$ cat src/rtl/bank_trk_pkg.sv
package bank_trk_pkg;

    typedef enum logic [2:0] {
        CMD_NOP  = 3'd0,
        CMD_ACT  = 3'd1,
        CMD_RD   = 3'd2,
        CMD_WR   = 3'd3,
        CMD_RDAP = 3'd4,
        CMD_WRAP = 3'd5,
        CMD_PRE  = 3'd6,
        CMD_REF  = 3'd7
    } cmd_e;

    typedef enum logic [1:0] {
        BK_IDLE = 2'd0,
        BK_OPEN = 2'd1,
        BK_PRE  = 2'd2
    } bank_st_e;

endpackage

$ cat src/rtl/bank_cmd_check.sv
module bank_cmd_check
    import bank_trk_pkg::*;
#(
    parameter int NUM_BANKS = 8,
    parameter int BA_W      = 3
) (
    input  logic [2:0]           cmd,
    input  logic                 a10,
    input  logic [BA_W-1:0]      ba,
    input  logic [NUM_BANKS-1:0] open_vec,
    input  logic [NUM_BANKS-1:0] pre_vec,
    output logic [NUM_BANKS-1:0] act_vec,
    output logic [NUM_BANKS-1:0] close_vec,
    output logic                 illegal
);

    logic [NUM_BANKS-1:0] sel;
    logic                 tgt_open;
    logic                 tgt_busy;

    always_comb begin
        sel       = {{(NUM_BANKS-1){1'b0}}, 1'b1} << ba;
        tgt_open  = |(open_vec & sel);
        tgt_busy  = |((open_vec | pre_vec) & sel);
        act_vec   = '0;
        close_vec = '0;
        illegal   = 1'b0;
        case (cmd_e'(cmd))
            CMD_ACT: begin
                if (tgt_busy) illegal = 1'b1;
                else          act_vec = sel;
            end
            CMD_RD, CMD_WR: begin
                illegal = !tgt_open;
            end
            CMD_RDAP, CMD_WRAP: begin
                if (!tgt_open) illegal   = 1'b1;
                else           close_vec = sel;
            end
            CMD_PRE: begin
                close_vec = a10 ? {NUM_BANKS{1'b1}} : sel;
            end
            CMD_REF: begin
                illegal = |(open_vec | pre_vec);
            end
            default: ;
        endcase
    end

endmodule

$ cat src/rtl/bank_fsm.sv
module bank_fsm
    import bank_trk_pkg::*;
#(
    parameter int TRP_CYC = 6,
    localparam int CNT_W  = (TRP_CYC > 1) ? $clog2(TRP_CYC) : 1
) (
    input  logic clk,
    input  logic rst_n,
    input  logic act,
    input  logic close,
    output logic is_open,
    output logic is_pre
);

    typedef struct packed {
        bank_st_e         st;
        logic [CNT_W-1:0] cnt;
    } bank_reg_t;

    localparam logic [CNT_W-1:0] RELOAD = CNT_W'(TRP_CYC - 1);

    bank_reg_t r_d, r_q;

    always_comb begin
        r_d = r_q;
        if (close && (r_q.st != BK_IDLE)) begin
            r_d.st  = BK_PRE;
            r_d.cnt = RELOAD;
        end else if (act) begin
            r_d.st  = BK_OPEN;
        end else if (r_q.st == BK_PRE) begin
            if (r_q.cnt == '0) r_d.st  = BK_IDLE;
            else               r_d.cnt = r_q.cnt - 1'b1;
        end
    end

    always_ff @(posedge clk) begin
        if (!rst_n) begin
            r_q.st  <= BK_IDLE;
            r_q.cnt <= '0;
        end else begin
            r_q <= r_d;
        end
    end

    assign is_open = (r_q.st == BK_OPEN);
    assign is_pre  = (r_q.st == BK_PRE);

endmodule

$ cat src/rtl/bank_tracker.sv
module bank_tracker
    import bank_trk_pkg::*;
#(
    parameter int NUM_BANKS = 8,
    parameter int TRP_CYC   = 6,
    localparam int BA_W     = $clog2(NUM_BANKS)
) (
    input  logic                 clk,
    input  logic                 rst_n,
    input  logic [2:0]           cmd_i,
    input  logic                 a10_i,
    input  logic [BA_W-1:0]      ba_i,
    output logic [NUM_BANKS-1:0] bank_open_o,
    output logic [NUM_BANKS-1:0] bank_pre_o,
    output logic                 viol_o
);

    typedef struct packed {
        logic viol;
    } top_reg_t;

    logic [NUM_BANKS-1:0] act_vec;
    logic [NUM_BANKS-1:0] close_vec;
    logic                 illegal;
    top_reg_t             t_d, t_q;

    bank_cmd_check #(
        .NUM_BANKS(NUM_BANKS),
        .BA_W     (BA_W)
    ) u_check (
        .cmd      (cmd_i),
        .a10      (a10_i),
        .ba       (ba_i),
        .open_vec (bank_open_o),
        .pre_vec  (bank_pre_o),
        .act_vec  (act_vec),
        .close_vec(close_vec),
        .illegal  (illegal)
    );

    for (genvar b = 0; b < NUM_BANKS; b++) begin : g_bank
        bank_fsm #(
            .TRP_CYC(TRP_CYC)
        ) u_fsm (
            .clk    (clk),
            .rst_n  (rst_n),
            .act    (act_vec[b]),
            .close  (close_vec[b]),
            .is_open(bank_open_o[b]),
            .is_pre (bank_pre_o[b])
        );
    end

    always_comb begin
        t_d      = t_q;
        t_d.viol = illegal;
    end

    always_ff @(posedge clk) begin
        if (!rst_n) t_q.viol <= 1'b0;
        else        t_q      <= t_d;
    end

    assign viol_o = t_q.viol;

endmodule

$ cat config.mk
export PLATFORM = sky130hd
export DESIGN_NAME = bank_tracker
export DESIGN_NICKNAME = d
export VERILOG_FILES = /design/src/rtl/bank_trk_pkg.sv /design/src/rtl/bank_cmd_check.sv /design/src/rtl/bank_fsm.sv /design/src/rtl/bank_tracker.sv
export SDC_FILE = /design/constraint.sdc
export NUM_CORES = 1
export LEC_CHECK = 0
export CAP_MARGIN = 20
export CORE_MARGIN = 2
export CORE_UTILIZATION = 56
export CTS_BUF_LIST = sky130_fd_sc_hd__clkbuf_2 sky130_fd_sc_hd__clkbuf_4 sky130_fd_sc_hd__clkbuf_8
export DETAILED_ROUTE_END_ITERATION = 7
export PLACE_DENSITY = 0.8
export SETUP_SLACK_MARGIN = 0.05
export SLEW_MARGIN = 30
export SYNTH_ARGS = -nofsm -noshare
export SYNTH_HDL_FRONTEND = slang
export SYNTH_SLANG_ARGS = --single-unit
export TNS_END_PERCENT = 5
$ cat constraint.sdc
create_clock -name clk -period 2.09 [get_ports clk]
set_input_delay 0.3135 -clock clk [delete_from_list [all_inputs] [get_ports clk]]
set_output_delay 0.3135 -clock clk [all_outputs]
set_load 0.01 [all_outputs]
==> out/metrics.yaml <==
outcome:
  status: "finished with violations"
  violations: "setup timing"
yosys:
  synth_seq_cells: 41
  synth.distinct_cells: 46
  synth_xor_area_share_pct: 0
  synth_ff_type: "dfxtp_1"
  yosysTopAreaCell: "dfxtp_1"
  synth_top_family_by_area: "compound AO/OA/AOI/OAI gates"
  synth_area_leaders: "dfxtp_1, ha_1, inv_1, buf_4, nand2_1"
  synth_fa_ha_area_share_pct: 14.3
  synth-compound-area-share_pct: 32.8
  avgSynthCellArea_um2: 8.30
  syn_area_mm2: 0.00359
  syn_inst: 432
  synth_edf_count: 0
  yosys.area_share.simple_pct: 16.5
  synth_top_area_share_pct: 22.9
  synth_mux_area_share_pct: 2.86
  ys_seq_area_share_pct: 22.9
  syn_nets: 482
  async_reset_ff_share_pct: 0
  synth-warning-count: 0
clock_tree:
  path_clk_slew_ns: 0.08
  cts.path.max_buffers: 2
  htreeDepth: 2
  cts.sinks: 41
  tritoncts: "built"
  cts_made_buffers: 5
  cts_root_buf: "clkbuf_8"
  clock_latency_ns: 0.30
floorplanning:
  num_rows: 29
  initial_utilization_pct: 57.1
  die_h_um: 84.0
  io_pins: 26
  die_x_um: 84.0
  dieArea_mm2: 0.00706
  core-area_mm2: 0.00628
routing:
  vias: 3792
  dr.pass1.iters: 5
  wl_per_cell_um: 18.8
  drtIter0Drc: 284
  dr_wl_met3_um: 528
  drc: 0
  postRouteAntennaNets: 0
  met1Wirelength_mm: 4.69
  routed-wl-met2_mm: 5.73
  top_layer: "met4"
  vias_per_cell: 6.21
  wirelength_mm: 11.5
sta:
  fin_crit_ns: 2.34
  rsz0062_at_grt: "yes"
  hold_viol: 0
  fin_ws_ns: -0.248
  setup_viol: 26
  max_freq_mhz: 428
  timing.final.crit_share_pct: 112
  tightest_slew_ns: 0.449
  fin_skew_ns: 0.00425
  slew_viol_final: 0
  slew_headroom_pct: 69.7
place:
  place_ws_ns: -0.518
  dp_cells: 596
  gp_congestion: 0.845
  dp_hpwl_mm: 7.16
  io_buffer_count: 25
run:
  cap_violations: 0
setup_path:
  cp-end-kind: "flip-flop"
  worst_ep_arrival_time_ns: 2.55
  r2r-end: "g_bank[7].u_fsm.r_q[2]"
  reg2regPathDepth: 8
  cp.required_ns: 2.30
  endpoint: "g_bank[7].u_fsm.r_q[2]"
  critical_path_class: "flip-flop to flip-flop"
  crit_path_start: "g_bank[5].u_fsm.r_q[4]"
  path_max_fanout: 6
  r2r_start: "g_bank[5].u_fsm.r_q[4]"
  start_kind: "flip-flop"
  r2r_slack_ns: -0.25
layout:
  final_core_util_pct: 79.3
  syn_to_final_growth_pct: 38.7
  final_layout_size_suffix_gt1_share_pct: 35.2
  num_antenna_cells: 0
  nets: 584
  fin_cells: 611
min_path:
  hold_class: "flip-flop to flip-flop"
global_route:
  grt_overflow: 0
  grtUsageTotal_pct: 30.6
  grt_max_degree: 27
  antenna_found_initial: 0
  grt_pass1_wl_mm: 17.8
  grt_pass1_vias: 3787
power_and_ir_drop:
  p_total_w: 0.00161
  power_leakage_nw: 2.05
  p_per_area_mw_per_mm2: 324
  vdd_drop_max_uv: 291
## flip-flops by register name (all words and copies together) (netlist names)
signal,count
viol_o,1
g_bank.u_fsm.r_q,40
## worst max-delay path, stage by stage, from the launching register on
cell,delay (ns)
dfxtp_1,0.34
inv_2,0.09
ha_4,0.14
mux2i_1,0.08
mux4_2,0.52
buf_8,0.18
a2111oi_4,0.48
o22ai_2,0.14
a221oi_2,0.28
## cell families after synthesis
logic type	Yosys count
compound gates	150
flops	41
simple gates	109
mux	9
buf+inv	82
fa+ha+maj	41
## metrics by stage
stage / setup TNS (ns) / area, um^2 / hold WS [ns]
6_report: -2.08 / 4970 / 0.519
5_1_grt: -3.66 / 4970 / 0.534
4_1_cts: -0.229 / 4890 / 0.519
3_5_place_dp: -15.63 / 4480 / 0.507
3_3_place_gp: -13.51 / 4480 / 0.491
2_1_floorplan: -0.0663 / 3610 / 0.431
## placed cells by master (no fill, tap or decap), drive strengths merged, types with 7 or more instances in the layout
| master | count |
|---|---|
| a21oi | 23 |
| a22oi | 7 |
| a311oi | 8 |
| a31oi | 13 |
| buf | 103 |
| clkbuf | 7 |
| clkdlybuf4s50 | 20 |
| dfxtp | 41 |
| ha | 41 |
| inv | 49 |
| mux2i | 8 |
| nand2 | 32 |
| nand2b | 13 |
| nand3 | 8 |
| nor2 | 22 |
| nor2b | 7 |
| o211ai | 16 |
| o21a | 16 |
| o21ai | 21 |
| o22ai | 12 |
## what timing repair did
item / CTS / global route
gates resized for setup: 58 / 17
cloned: 0 / 0
hold buffers: 0 / 0
endpoints found under the setup margin: 41 / 47
buffers inserted: 6 / 2
pin swaps: 22 / 10
endpoints found under the hold margin: 0 / 0
## how the worst min path moves through the flow
stage                                  end              startpoint  depth (start not counted)  slack [ns]
finish              g_bank[0].u_fsm.r_q[1]  g_bank[0].u_fsm.r_q[1]                          2        0.52
global route        g_bank[0].u_fsm.r_q[1]  g_bank[0].u_fsm.r_q[1]                          2        0.53
floorplan                           viol_o                cmd_i[1]                          1        0.43
detailed placement  g_bank[6].u_fsm.r_q[2]  g_bank[6].u_fsm.r_q[2]                          2        0.51
CTS                 g_bank[6].u_fsm.r_q[2]  g_bank[6].u_fsm.r_q[2]                          2        0.52
global placement    g_bank[5].u_fsm.r_q[2]  g_bank[5].u_fsm.r_q[2]                          2        0.49
## power by group
part | internal, W | switching (W)
logic | 0.000115 | 0.000150
registers | 0.000783 | 0.00000382
clock network | 0.000276 | 0.000283
## synthesized netlist by cell type (7+ instances only)
cell type / count
a22oi_1: 7
nor2_1: 22
buf_4: 16
a311oi_1: 8
dfxtp_1: 41
o22ai_1: 12
nand3_1: 8
o211ai_1: 16
a21oi_1: 23
nand2b_1: 13
o21a_1: 16
ha_1: 41
mux2i_1: 8
inv_1: 49
a31oi_1: 13
o21ai_0: 19
nor2b_1: 7
clkbuf_1: 15
nand2_1: 32
## layer usage
metal  up-vias  track usage [%]
met2       153             54.3
met4         0             12.9
met3        51             4.55
li1       1762                -
met1      1826             36.5
met5         -                0
## final cells by class
type / instances / area (um^2)
Tap cell: 77 / 96.3
Fill cell: 368 / 1300
Multi-Input combinational cell: 309 / 2720
Timing Repair Buffer: 128 / 1050
Inverter: 49 / 184
Clock buffer: 7 / 90.1
Sequential cell: 41 / 836
(Power assumes the default switching activity.)
